==> config.mk <==
export PLATFORM = sky130hd
export DESIGN_NAME = bitop_unit
export DESIGN_NICKNAME = d
export VERILOG_FILES = /design/src/rtl/bitop_pkg.sv /design/src/rtl/bitop_shift.sv /design/src/rtl/bitop_compl.sv /design/src/rtl/bitop_bitmod.sv /design/src/rtl/bitop_unit.sv
export SDC_FILE = /design/constraint.sdc
export NUM_CORES = 1
export LEC_CHECK = 0
export CAP_MARGIN = 20
export CORE_ASPECT_RATIO = 0.8
export CORE_MARGIN = 2
export CORE_UTILIZATION = 45
export DETAILED_ROUTE_END_ITERATION = 10
export GPL_ROUTABILITY_DRIVEN = 0
export PLACE_DENSITY = 0.8
export SLEW_MARGIN = 20
export SYNTH_ARGS = -nofsm -noshare
export SYNTH_HDL_FRONTEND = slang
export SYNTH_SLANG_ARGS = --single-unit
==> constraint.sdc <==
create_clock -name clk -period 2.31 [get_ports clk]
set_clock_uncertainty 0.1 [all_clocks]
set_input_delay 0.462 -clock clk [delete_from_list [all_inputs] [get_ports clk]]
set_output_delay 0.462 -clock clk [all_outputs]
set_load 0.005 [all_outputs]
==> src/rtl/bitop_pkg.sv <==
package bitop_pkg;
  typedef enum logic [3:0] {
    OP_ROL   = 4'h0,
    OP_RCL   = 4'h1,
    OP_ROR   = 4'h2,
    OP_RCR   = 4'h3,
    OP_SHLA  = 4'h4,
    OP_SHLL  = 4'h5,
    OP_SHRA  = 4'h6,
    OP_SHRL  = 4'h7,
    OP_INV   = 4'h8,
    OP_NEG   = 4'h9,
    OP_RSV0  = 4'hA,
    OP_RSV1  = 4'hB,
    OP_BTST  = 4'hC,
    OP_BFLIP = 4'hD,
    OP_BCLR  = 4'hE,
    OP_BSET  = 4'hF
  } bitop_e;

  typedef struct packed {
    logic cout;
    logic zero;
    logic sign;
    logic ovf;
    logic wr;
  } bitop_flags_t;
endpackage

==> src/rtl/bitop_shift.sv <==
module bitop_shift #(
  parameter int W = 16
) (
  input  logic [W-1:0] a_i,
  input  logic         cin_i,
  input  logic [2:0]   sel_i,
  output logic [W-1:0] y_o,
  output logic         cout_o
);
  localparam int MSB = W - 1;

  always_comb begin
    y_o    = a_i;
    cout_o = 1'b0;
    unique case (sel_i)
      3'b000: begin y_o = {a_i[MSB-1:0], a_i[MSB]}; cout_o = a_i[MSB]; end
      3'b001: begin y_o = {a_i[MSB-1:0], cin_i};    cout_o = a_i[MSB]; end
      3'b010: begin y_o = {a_i[0], a_i[MSB:1]};     cout_o = a_i[0];   end
      3'b011: begin y_o = {cin_i, a_i[MSB:1]};      cout_o = a_i[0];   end
      3'b100,
      3'b101: begin y_o = {a_i[MSB-1:0], 1'b0};     cout_o = a_i[MSB]; end
      3'b110: begin y_o = {a_i[MSB], a_i[MSB:1]};   cout_o = a_i[0];   end
      default: begin y_o = {1'b0, a_i[MSB:1]};      cout_o = a_i[0];   end
    endcase
  end
endmodule

==> src/rtl/bitop_compl.sv <==
module bitop_compl #(
  parameter int W = 16
) (
  input  logic [W-1:0] a_i,
  input  logic         cin_i,
  input  logic         neg_i,
  output logic [W-1:0] y_o,
  output logic         cout_o,
  output logic         ovf_o
);
  localparam logic [W-1:0] MIN_NEG = {1'b1, {(W-1){1'b0}}};

  logic [W-1:0] inv;
  logic         nz;

  assign inv = ~a_i;
  assign nz  = |a_i;

  always_comb begin
    if (neg_i) begin
      y_o    = inv + {{(W-1){1'b0}}, 1'b1};
      cout_o = nz;
      ovf_o  = (a_i == MIN_NEG);
    end else begin
      y_o    = inv;
      cout_o = cin_i;
      ovf_o  = 1'b0;
    end
  end
endmodule

==> src/rtl/bitop_bitmod.sv <==
module bitop_bitmod #(
  parameter int W     = 16,
  parameter int IDX_W = $clog2(W)
) (
  input  logic [W-1:0]     a_i,
  input  logic [IDX_W-1:0] idx_i,
  input  logic [1:0]       mode_i,
  output logic [W-1:0]     y_o,
  output logic             bit_o
);
  logic [W-1:0] mask;

  for (genvar g = 0; g < W; g++) begin : g_mask
    assign mask[g] = (idx_i == IDX_W'(g));
  end

  assign bit_o = |(a_i & mask);

  always_comb begin
    unique case (mode_i)
      2'b01:   y_o = a_i ^ mask;
      2'b10:   y_o = a_i & ~mask;
      2'b11:   y_o = a_i | mask;
      default: y_o = a_i;
    endcase
  end
endmodule

==> src/rtl/bitop_unit.sv <==
module bitop_unit
  import bitop_pkg::*;
#(
  parameter int W     = 16,
  parameter int IDX_W = $clog2(W)
) (
  input  logic             clk,
  input  logic             rst_n,
  input  logic             in_vld_i,
  input  logic [3:0]       op_i,
  input  logic [W-1:0]     opd_i,
  input  logic             cin_i,
  input  logic [IDX_W-1:0] idx_i,
  output logic             out_vld_o,
  output logic [W-1:0]     res_o,
  output logic             cout_o,
  output logic             zero_o,
  output logic             sign_o,
  output logic             ovf_o,
  output logic             wr_en_o
);
  bitop_e op;
  assign op = bitop_e'(op_i);

  logic [W-1:0] sh_y, cp_y, bm_y;
  logic         sh_c, cp_c, cp_v, bm_bit;

  bitop_shift #(.W(W)) u_shift (
    .a_i(opd_i), .cin_i(cin_i), .sel_i(op_i[2:0]),
    .y_o(sh_y), .cout_o(sh_c)
  );

  bitop_compl #(.W(W)) u_compl (
    .a_i(opd_i), .cin_i(cin_i), .neg_i(op_i[0]),
    .y_o(cp_y), .cout_o(cp_c), .ovf_o(cp_v)
  );

  bitop_bitmod #(.W(W), .IDX_W(IDX_W)) u_bitmod (
    .a_i(opd_i), .idx_i(idx_i), .mode_i(op_i[1:0]),
    .y_o(bm_y), .bit_o(bm_bit)
  );

  logic [W-1:0] res_d;
  bitop_flags_t fl_d;

  always_comb begin
    res_d   = opd_i;
    fl_d    = '0;
    fl_d.wr = 1'b1;
    unique case (op)
      OP_INV, OP_NEG: begin
        res_d     = cp_y;
        fl_d.cout = cp_c;
        fl_d.ovf  = cp_v;
      end
      OP_RSV0, OP_RSV1: begin
        res_d     = opd_i;
        fl_d.cout = cin_i;
        fl_d.wr   = 1'b0;
      end
      OP_BTST, OP_BFLIP, OP_BCLR, OP_BSET: begin
        res_d     = bm_y;
        fl_d.cout = cin_i;
        fl_d.wr   = (op != OP_BTST);
      end
      default: begin
        res_d     = sh_y;
        fl_d.cout = sh_c;
      end
    endcase
    if (op == OP_BTST) begin
      fl_d.zero = ~bm_bit;
      fl_d.sign = 1'b0;
    end else begin
      fl_d.zero = (res_d == '0);
      fl_d.sign = res_d[W-1];
    end
  end

  logic [W-1:0] res_q;
  bitop_flags_t fl_q;
  logic         vld_q;

  always_ff @(posedge clk or negedge rst_n) begin
    if (!rst_n) begin
      vld_q <= 1'b0;
      res_q <= '0;
      fl_q  <= '0;
    end else begin
      vld_q <= in_vld_i;
      if (in_vld_i) begin
        res_q <= res_d;
        fl_q  <= fl_d;
      end
    end
  end

  assign out_vld_o = vld_q;
  assign res_o     = res_q;
  assign cout_o    = fl_q.cout;
  assign zero_o    = fl_q.zero;
  assign sign_o    = fl_q.sign;
  assign ovf_o     = fl_q.ovf;
  assign wr_en_o   = fl_q.wr & vld_q;
endmodule

; ---- After elaboration in Yosys (flattened, before gate mapping)
; Cells that the tools add are included.
[op_classes]
n_mul = 0
div_mod_pow = 0
n_reduce_logical = 11
magnitude_cmp = 0
eq_ne = 34
addsub = 1
n_bitwise = 8
shifts = 0
mux = 11
[op_table]
columns = operator, n
row1 = $pmux 16 s3, 2
row2 = $pmux 16 s6, 1
row3 = $eq 4x4->1 const B, 16
row4 = $and 16x16->16, 2
row5 = $not 16->16, 2
row6 = $reduce_or 16->1, 2
row7 = $add 16x1->16 const B, 1
row8 = $eq 16x16->1 const B, 1
row9 = $eq 4x3->1 const B, 4
row10 = $logic_not 16->1, 1
row11 = $mux 16, 1
row12 = $or 16x16->16, 1
row13 = $xor 16x16->16, 1
row14 = $eq 3x3->1 const B, 3
row15 = $eq 4x2->1 const B, 2
row16 = $reduce_or 4->1, 2
row17 = $eq 3x2->1 const B, 2
row18 = $reduce_or 2->1, 3
row19 = $reduce_or 6->1, 1
row20 = $eq 2x2->1 const B, 2
row21 = $eq 4x1->1 const B, 1
row22 = $logic_not 4->1, 1
row23 = $mux 1, 4
row24 = $ne 4x4->1 const B, 1
row25 = 7 further kinds, 8
[word_totals]
regBits = 22
mem_bits_rw = 0
mem_count = 0
latch_bits = 0
rom_bits = 0
out_inout_bits = 22
word_cells = 72
inputBits = 28

; ---- Depth between registers and ports, before layout
; Gate-level depths: netlist of the first run.
[logic_depth]
ltp_word = 7
depth_mapped = 10
depth_no_buf = 10

; ---- By module
; Synthesis of the first run repeated with hierarchy kept, for this count alone.
[hier_totals]
cells_unflattened = 422
area_unflattened_um2 = 3761.1
[modules_own_cells]
columns = mod, instances, area_each_um2, cells_each, seq_area_each_um2
row1 = bitop_unit, 1, 1685.4, 192, 550.5
row2 = bitop_bitmod, 1, 1436.4, 153, 0.0
row3 = bitop_compl, 1, 364.1, 52, 0.0
row4 = bitop_shift, 1, 275.3, 25, 0.0

; ---- Worst setup path after synthesis of the first run
; OpenSTA, ideal clock, no wires.
[synth_path]
kind = input -> register
from = input port opd_i[3]
to = register fl_q, in the netlist zero_o
t_required_ns = 2.133
stages = 8
path_buffers = 1
setup_ns = 0.077
arrival_time_ns = 2.316
path_slack_ns = -0.183
path_cell_list = buf_6 or4_4 or4_4 nor3_2 xnor2_1 a221oi_2 nand4_1 o21ai_1
[synth_via]
elab_chain_len = 6
elab_cells_between_ends = 14
cone_classes = add/sub: 1 / mux: 5 / bitwise: 6 / reduce/logical: 2
[synth_rtl]
columns = element, line
row1 = from (decl), bitop_unit.sv:11  ; input logic [W-1:0] opd_i,
row2 = $not 16->16, bitop_compl.sv:16  ; assign inv = ~a_i;
row3 = $add 16x1->16, bitop_compl.sv:21  ; y_o = inv + {{(W-1){1'b0}}, 1'b1};
row4 = $mux 16, bitop_compl.sv:20  ; if (neg_i) begin
row5 = $pmux 16 s3, bitop_unit.sv:50  ; unique case (op)
row6 = $logic_not 16->1, bitop_unit.sv:75  ; fl_d.zero = (res_d == '0);
row7 = $mux 2 (*), bitop_unit.sv:71  ; if (op == OP_BTST) begin
row8 = to (signal assigned), bitop_unit.sv:93  ; fl_q <= fl_d;
row9 = to (decl), bitop_unit.sv:81  ; bitop_flags_t fl_q;
; Every way passes the cells marked *; elsewhere a longest branch is shown, timed or not.
; A chain may end at the register's enable or synchronous reset.

; ---- Worst setup path after layout of the first run
[layout_path]
from = input port idx_i[1]
to = register fl_q, in the netlist zero_o
[layout_via]
elab_chain_len = 7
elab_cells_between_ends = 27
cone_classes = eq/ne: 15 / mux: 3 / bitwise: 6 / reduce/logical: 3
[layout_rtl]
columns = element, line
row1 = from (decl), bitop_unit.sv:13  ; input logic [IDX_W-1:0] idx_i,
row2 = $eq 4x1->1 (tied with other cells), bitop_bitmod.sv:14  ; assign mask[g] = (idx_i == IDX_W'(g));
row3 = $not 16->16, bitop_bitmod.sv:22  ; 2'b10: y_o = a_i & ~mask;
row4 = $and 16x16->16, bitop_bitmod.sv:22
row5 = $pmux 16 s3, bitop_bitmod.sv:20  ; unique case (mode_i)
row6 = $pmux 16 s3, bitop_unit.sv:50
row7 = $logic_not 16->1, bitop_unit.sv:75
row8 = $mux 2 (*), bitop_unit.sv:71
; Marks and branches as above.

==> out/metrics.yaml, run 1 <==
global_routing:
  overflow: 0
  track_usage_pct: 31.4
  grt_antenna_before_repair: 0
  grt_first_pass_wirelength_mm: 18.2
  grt_max_degree: 29
  first_global_vias: 3678
sta:
  tns_ns: -0.819
  fin_crit_ns: 2.51
  setup_slack_ns: -0.197
  slew-limit-headroom_pct: 53.6
  hold_viol: 0
  finalSetupViolCount: 10
  min_period_over_period_pct: 109
  tightest_slew_ns: 0.690
  slew_violations: 0
  grt_setup_unrepaired: "true"
  timing.fmax_mhz: 399
logic_synthesis:
  synth_async_sr_flop_share_pct: 100
  avgSynthCellArea_um2: 8.02
  synth_edf_count: 0
  syn_nets: 456
  synthCells: 379
  syn_area_um2: 3040
  yosysUniqueCellTypes: 65
  yosysSeqAreaShare_pct: 18.1
  synthFlopType: "dfrtp_1"
  yosys_warnings: 0
  synth-seq-cells: 22
routing:
  drc: 0
  avgViaCountPerCell: 6.30
  drt_iter0_markers: 359
  wl_per_cell_um: 20.6
  ant_nets: 0
  drt_pass1_iterations: 8
  wirelength_mm: 12.8
  vias: 3927
setup_path:
  crit_path_max_fanout: 3
  path_cells: "buf_6 > nor2b_4 > buf_4 > buf_4 > nand3_2 > buf_4 > inv_1 > ha_1 > nor4_1 > nand3_1 > nor4_1 > a21oi_1 > o21ai_1"
  required_ns: 2.42
  slowest_delay_ns: 0.61
  slowest_stage: "nor4_1"
  endpoint_kind: "flop"
  cp_top_family: "simple AND/OR/NAND/NOR gates"
  worst_setup_path_start_kind: "input pin"
  crit_top_cell: "buf_4"
  path_buf_inv: 5
  path_class: "in -> reg"
  cp.arrival_ns: 2.62
final_layout:
  multiInputGateArea_um2: 2650
  seqCellArea_um2: 551
  finish.net_count: 617
  syn2layout_area_growth_pct: 64.3
  final_cell_mix: "buf_4 (124), ha_1 (44), inv_1 (41)"
  nFillCells: 438
  mostFrequentLayoutCell: "buf_4"
  drive_gt1_share_pct: 42.7
  num_antenna_cells: 0
  final_cells: 623
power_and_ir_drop:
  ir_worst_vdd_mv: 0.338
  p_per_area_nw_per_um2: 340
  leakage_nw: 2.46
run_status:
  failed_checks: "negative setup slack"
  status: "finished, violations left"
run:
  maxCapViolCount: 0
floorplanning:
  rows: 26
  dieArea_um2: 7430
  core_um2: 6470
  die_height_um: 77.5
  die_w_um: 95.9
  ioPinCount: 50
  initial_core_util_pct: 46.9
clocking:
  cts_tree: "done"
  clk_path_buf_depth: 2
  clk_pin_slew_worst_paths_ns: 0.09
  cts_buffers: 3
  cts_sinks: 22
  clock_latency_ns: 0.27
  cts_max_level: 1
  root_buffer: "clkbuf_8"
  holdBufCountCts: 0
hold_path:
  hold_class: "reg -> reg"
placed_design:
  placedCellCount: 607
  io_buffers: 49
  dpl.hpwl_mm: 8.30
==> power by group <==
part	total [mW]	leakage (nW)	internal [mW]	switching, mW
Combinational	0.864	2.17	0.445	0.419
Clock	0.370	0.0357	0.232	0.138
Sequential	0.464	0.259	0.433	0.0311
Total	1.70	2.46	1.11	0.588
==> repair_timing <==
item,CTS,global route
setup endpoints to repair,20,20
resized for setup,94,67
setup buffers,3,9
pin swaps,24,33
==> worst min-delay path: stages, from the launching register on <==
cell and delay (ns):
dfrtp_1 0.36, nand2_1 0.06, o41ai_1 0.05
==> final timing paths <==
path	from	slack (ns)	to	cells past startpoint
setup / recovery	idx_i[1]	-0.20	zero_o	13
hold / removal	ovf_o	0.41	ovf_o	2
setup reg to reg	res_o[5]	1.41	res_o[5]	1
hold reg to reg	ovf_o	0.41	ovf_o	2
max in group asynchronous	rst_n	1.44	ovf_o	2
min in group asynchronous	rst_n	0.43	zero_o	2
==> sequential cells by signal (all words and copies together), names as in the netlist <==
name and cells:
out_vld_o 1, fl_q 1, ovf_o 1, sign_o 1, cout_o 1, res_o 16
zero_o 1
==> per-layer routing <==
metal	routed length, um	global-route usage (%)
met5	0	0
met4	920	11.9
met3	1320	4.85
met2	5860	51.5
met1	4710	41.4
==> area by class of cell <==
class,count,share of cell area [%]
tap,84,2.11
timing repair buffer,178,29.0
sequential,22,11.0
multi-input combinational,292,53.2
clock inverter,1,0.602
clock buffer,3,0.827
inverter,43,3.23
==> logic make-up (layout without fill, tap and decap cells) <==
kind of cell	count (synthesis)	count (layout)	share of synthesized area [%]
muxes	23	23	9.59
DFF	22	22	18.1
and+or+nand+nor	124	124	21.5
adders and majority gates	49	49	20.2
buffers and inverters	65	225	8.36
xor gates and xnor gates	4	4	1.15
AOI/OAI and AO/OA	92	92	21.1
==> cells in the mapped netlist, drive strengths merged (2+ instances only) <==
library cell  number  area share, %
and3               4           0.82
nor4              11            2.5
o311ai             2           0.58
o21a               2           0.49
o221ai             4            1.2
o22ai              4           0.82
o31ai              2           0.49
a211o              2           0.58
or3                4           0.82
inv               43            5.3
a22oi              4           0.99
nand3             11            1.8
a221oi             4            1.4
nor2              30            3.7
nand2             26            3.2
buf                4           0.82
o2111ai            2           0.58
nor2b             12            2.5
ha                49             20
nand3b             3           0.74
dfrtp             22             18
mux2i             10            3.3
nand4              5            1.0
o21ai             14            2.3
a221o              2           0.66
a31oi              2           0.41
a21oi             24            4.0
clkbuf            18            2.2
xnor2              3           0.86
o211ai             2           0.49
nor3               9            1.6
mux2               9            3.3
or4                3           0.99
mux4               4            3.0
a211oi             7            1.7
==> metrics by stage <==
step           total power, mW  cell area [um^2]  worst slack (ns)  util (%)  hold slack [ns]
2_1_floorplan            0.765              3050            -0.180         -           0.0664
4_1_cts                   1.60              4710            -0.187      72.8            0.392
3_5_place_dp              1.19              4420             -1.11      68.3            0.362
3_3_place_gp              1.17              4420            -0.859      68.3            0.384
6_report                  1.70              4990            -0.197      77.1            0.407
5_1_grt                   1.78              4990            -0.287      77.1            0.419
Note: power is estimated with default switching activity, not from simulation.
==> run 2, diff against run 1 <==
--- a/config.mk
+++ b/config.mk
@@ -10,8 +10,10 @@
 export CORE_MARGIN = 2
 export CORE_UTILIZATION = 45
 export DETAILED_ROUTE_END_ITERATION = 10
+export DONT_BUFFER_PORTS = 1
 export GPL_ROUTABILITY_DRIVEN = 0
-export PLACE_DENSITY = 0.8
+export HOLD_SLACK_MARGIN = 0.12
+export PLACE_DENSITY = 0.57
 export SLEW_MARGIN = 20
 export SYNTH_ARGS = -nofsm -noshare
 export SYNTH_HDL_FRONTEND = slang
==> out/metrics.yaml, run 2 (synthesis results as in run 1) <==
run_status:
  status: "finished, violations left"
  failed_checks: "negative setup slack"
setup_path:
  slowest_stage: "or4_4"
  path_cells: "or4_4 > or4_4 > nor3_4 > xnor2_2 > a221oi_2 > nand4_1 > o21ai_1"
  path_class: "in -> reg"
  slowest_delay_ns: 0.59  # -0.02 ns
  crit_path_max_fanout: 9  # +6
  endpoint_kind: "flop"
  worst_setup_path_start_kind: "input pin"
  cp.arrival_ns: 2.46  # -0.16 ns
  rrSetupSlack_ns: 1.43  # +0.02 ns
  required_ns: 2.40  # -0.02 ns
  crit_top_cell: "or4_4"
placed_design:
  place_ws_ns: -0.485  # +0.621 ns
  dpl.hpwl_mm: 6.99  # -16%
  io_buffers: 0  # -100%
hold_path:
  hold_class: "in -> reg"
sta:
  tns_ns: -0.119  # +0.700 ns
  grt_setup_unrepaired: "true"
  slew_violations: 0  # unchanged
  min_period_over_period_pct: 103  # -5.7 points
  setup_slack_ns: -0.0639  # +0.133 ns
  hold_viol: 0  # unchanged
  finalSetupViolCount: 4  # -6
  fin_crit_ns: 2.37  # -0.133 ns
  whs_ns: 0.183  # -0.224 ns
  slew-limit-headroom_pct: 63.2  # +9.6 points
  tightest_slew_ns: 0.551  # -0.139 ns
  timing.fmax_mhz: 421  # +5.6%
routing:
  avgViaCountPerCell: 5.96  # -5.4%
  drt_iter0_markers: 194  # -46%
  vias: 2988  # -24%
  wirelength_mm: 9.27  # -28%
  ant_nets: 0  # unchanged
  drt_pass1_iterations: 5  # -3
  drc: 0  # unchanged
  wl_per_cell_um: 18.5  # -9.9%
power_and_ir_drop:
  p_per_area_nw_per_um2: 313  # -7.9%
  leakage_nw: 1.75  # -29%
  fin_total_pwr_mw: 1.14  # -33%
  ir_worst_vdd_mv: 0.268  # -21%
floorplanning:
  ioPinCount: 50  # unchanged
  rows: 26  # unchanged
  die_w_um: 95.9  # unchanged
  core_um2: 6470  # unchanged
  die_height_um: 77.5  # unchanged
  initial_core_util_pct: 46.9  # unchanged
  dieArea_um2: 7430  # unchanged
clocking:
  cts_sinks: 22  # unchanged
  cts_max_level: 1  # unchanged
  clock_latency_ns: 0.25  # -0.02 ns
  clk_pin_slew_worst_paths_ns: 0.07  # -0.02 ns
  clk_path_buf_depth: 2  # unchanged
  cts_buffers: 3  # unchanged
  root_buffer: "clkbuf_8"
  cts_tree: "done"
final_layout:
  drive_gt1_share_pct: 23.5  # -19 points
  final_cell_mix: "buf_4 (53), ha_1 (49), inv_1 (42)"
  largest_reg_flops: 16  # unchanged
  syn2layout_area_growth_pct: 19.7
  finish.net_count: 496  # -20%
  mostFrequentLayoutCell: "buf_4"
  utilization_pct: 56.2  # -21 points
  num_antenna_cells: 0  # unchanged
global_routing:
  first_global_vias: 2839  # -23%
  grt_antenna_before_repair: 0  # unchanged
  grt_max_degree: 52  # +79%
  grt_first_pass_wirelength_mm: 15.1  # -17%
  overflow: 0  # unchanged
  track_usage_pct: 26.0  # -5.4 points
run:
  maxCapViolCount: 0  # unchanged
[run 2: timing repair]
| item | 4_1_cts | 5_1_grt |
|---|---|---|
| setup endpoints to repair | 2 | 11 |
| pin swaps | 3 | 4 |
| setup buffers | 0 | 3 |
| hold buffers | 1 | 2 |
| gates resized for setup | 9 | 13 |
| endpoints found under the hold margin | 22 | 23 |
[run 2: final timing paths]
| kind | from | end | cells after the start |
|---|---|---|---|
| worst min register to register | fl_q[0] | fl_q[0] | 2 |
| worst max register to register | zero_o | zero_o | 2 |
| max in group asynchronous | rst_n | res_o[7] | 2 |
| worst max-delay path | opd_i[4] | zero_o | 7 |
| min in group asynchronous | rst_n | res_o[0] | 2 |
| worst min-delay path | in_vld_i | res_o[13] | 1 |
[run 2: critical path, delay by kind of cell]
family,cells,cell delay (ns)
and+or+nand+nor,4,1.50
AOI/OAI and AO/OA,2,0.41
xor gates and xnor gates,1,0.08
[run 2: final cells by class]
type	count	area, um^2
Timing Repair Buffer	57	443
Inverter	43	161
Sequential cell	22	551
Clock buffer	3	41.3
Tap cell	84	105
Fill cell	627	2840
Multi-Input combinational cell	292	2340
[run 2: power breakdown]
| group | internal (mW) | leakage [nW] | switching [mW] |
|---|---|---|---|
| sequential | 0.434 | 0.259 | 0.0363 |
| clock | 0.116 | 0.0216 | 0.111 |
| combinational | 0.237 | 1.47 | 0.207 |
[run 2: metrics by stage]
| step | cell area [um^2] | cells |
|---|---|---|
| after global placement | 3450 | 492 |
| after global routing | 3640 | 501 |
| final | 3640 | 501 |
| after CTS | 3540 | 496 |
| after detailed placement | 3450 | 492 |
| after floorplan | 3050 | 379 |
[run 2: metal layers]
metal  vias up  track usage [%]  share of wire [%]
met4         0             2.86                1.0
li1       1449                -                  -
met3        10             3.59                5.6
met1      1444             39.9                 48
met5         -                0                  0
met2        85             39.7                 46
==> run 3, diff against run 2 <==
--- a/config.mk
+++ b/config.mk
@@ -9,6 +9,7 @@
 export CORE_ASPECT_RATIO = 0.8
 export CORE_MARGIN = 2
 export CORE_UTILIZATION = 45
+export CTS_CLUSTER_SIZE = 40
 export DETAILED_ROUTE_END_ITERATION = 10
 export DONT_BUFFER_PORTS = 1
 export GPL_ROUTABILITY_DRIVEN = 0
==> constraint.sdc (replaced) <==
create_clock -name clk -period 3 [get_ports clk]
set_clock_uncertainty 0.1 [all_clocks]
set_input_delay 0.6 -clock clk [delete_from_list [all_inputs] [get_ports clk]]
set_output_delay 0.6 -clock clk [all_outputs]
set_load 0.005 [all_outputs]
==> out/metrics.yaml, run 3 (synthesis results as in run 1) <==
clocking:
  cts_sinks: 22  # unchanged
  cts_buffers: 3  # unchanged
  cts_tree: "done"
  clk_pin_slew_worst_paths_ns: 0.07  # about the same
  cts_max_level: 1  # unchanged
  clock_latency_ns: 0.26  # about the same
  root_buffer: "clkbuf_8"
  clk_path_buf_depth: 2  # unchanged
  post_cts_resize_count: 0  # -9
floorplanning:
  rows: 26  # unchanged
  die_w_um: 95.9  # unchanged
  initial_core_util_pct: 46.9  # unchanged
  die_height_um: 77.5  # unchanged
  dieArea_um2: 7430  # unchanged
  ioPinCount: 50  # unchanged
  core_um2: 6470  # unchanged
routing:
  drt_pass1_iterations: 5  # unchanged
  vias: 2840  # -5.0%
  avgViaCountPerCell: 6.27  # +5.1%
  ant_nets: 0  # unchanged
  wl_per_cell_um: 19.4  # +5.1%
  drc: 0  # unchanged
  drt_iter0_markers: 219  # +13%
  wirelength_mm: 8.81  # -5.0%
power_and_ir_drop:
  swShare_pct: 31.7  # +0.65 points
  p_per_area_nw_per_um2: 255  # -19%
  ir_worst_vdd_mv: 0.190  # -29%
  share_comb_of_total_power_pct: 32.6  # -6.3 points
  fin_total_pwr_uw: 806  # -29%
  pwr-share-seq_pct: 45.1  # +3.9 points
  p_int_uw: 550  # -30%
  leakage_nw: 1.50  # -14%
  pwr-share-clk_pct: 22.3  # +2.4 points
  power.net_switching_uw: 255  # -28%
final_layout:
  mostFrequentLayoutCell: "ha_1"
  drive_gt1_share_pct: 9.21  # -14 points
  syn2layout_area_growth_pct: 4.08
  num_antenna_cells: 0  # unchanged
  largest_reg_flops: 16  # unchanged
  final_cell_mix: "ha_1 (49), inv_1 (42), nor2_1 (30)"
  fin_area_um2: 3160  # -13%
  finish.net_count: 448  # -9.7%
setup_path:
  required_ns: 3.09  # +0.69 ns
  cp_top_family: "simple AND/OR/NAND/NOR gates"
  path_class: "in -> reg"
  endpoint_kind: "flop"
  path_cells: "or4_4 > nor4_2 > a211oi_1 > a211o_1 > nor4_1 > nand4_1 > o21ai_1"
  crit_path_max_fanout: 9  # unchanged
  worst_setup_path_start_kind: "input pin"
  path_buf_inv: 0  # unchanged
  slowest_delay_ns: 0.56  # -0.03 ns
  cp.arrival_ns: 2.74  # +0.28 ns
  slowest_stage: "or4_4"
  rrSetupSlack_ns: 2.11  # +0.68 ns
global_routing:
  track_usage_pct: 24.9  # -1.1 points
  grt_max_degree: 52  # unchanged
  grt_antenna_before_repair: 0  # unchanged
  overflow: 0  # unchanged
  first_global_vias: 2629  # -7.4%
  grt_first_pass_wirelength_mm: 14.4  # -4.6%
hold_path:
  hold_class: "in -> async"
sta:
  tightest_slew_ns: 0.694  # +0.142 ns
  grt_setup_unrepaired: "false"
  slew_violations: 0  # unchanged
  tns_ns: 0  # +0.119 ns
  fin_crit_ns: 2.65
  hold_viol: 0  # unchanged
  slew-limit-headroom_pct: 53.5  # -9.7 points
  timing.fmax_mhz: 378
  min_period_over_period_pct: 88.2
  finalSetupViolCount: 0  # -4
placed_design:
  io_buffers: 0  # unchanged
  dpl.hpwl_mm: 6.67  # -4.5%
  dpl-instance-area_um2: 3110  # -9.9%
run:
  maxCapViolCount: 0  # unchanged
run_status:
  status: "completed"
-- run 3: layer usage --
layer  vias to the layer above  global-route usage (%)  wire length [um]
met4                         0                    3.86               102
met2                       105                    36.9              3930
met1                      1374                    38.4              4120
met5                         -                       0                 0
li1                       1353                       -                 -
met3                         8                    3.98               653
-- run 3: repair_timing --
| action | in CTS | in global routing |
|---|---|---|
| setup endpoints to repair | 0 | 0 |
| hold endpoints to repair | 22 | 0 |
| setup buffers | 0 | 0 |
| hold buffers | 1 | 0 |
-- run 3: per-stage QoR --
step	worst slack, ns	util [%]	instances	hold WS (ns)
2_1_floorplan	0.369	-	379	0.204
3_3_place_gp	0.158	48.1	449	0.205
3_5_place_dp	0.137	48.1	449	0.205
4_1_cts	0.413	48.9	453	0.258
5_1_grt	0.147	48.9	453	0.224
6_report	0.353	48.9	453	0.185
-- run 3: cell type report --
class,count,area (um^2)
repair buffers,9,65.1
multi-input cells,292,2240
clock buffers,3,41.3
flip-flops and latches,22,551
fillers,664,3310
well taps,84,105
inverters,43,161
-- run 3: power by group through the flow --
stage	clock network, mW	registers [mW]	logic [mW]
after floorplan	0	0.361	0.227
after global placement	0	0.369	0.254
after CTS	0.186	0.364	0.264
after detailed placement	0	0.370	0.256
final	0.180	0.363	0.263
after global routing	0.205	0.367	0.300
-- run 3: final timing paths --
kind / startpoint / endpoint / cells past startpoint
max: opd_i[4] / zero_o / 7
min: rst_n / sign_o / 1
max reg2reg: res_o[1] / res_o[1] / 1
min reg2reg: sign_o / sign_o / 1
max in group asynchronous: rst_n / res_o[5] / 1
min in group clk: in_vld_i / out_vld_o / 0
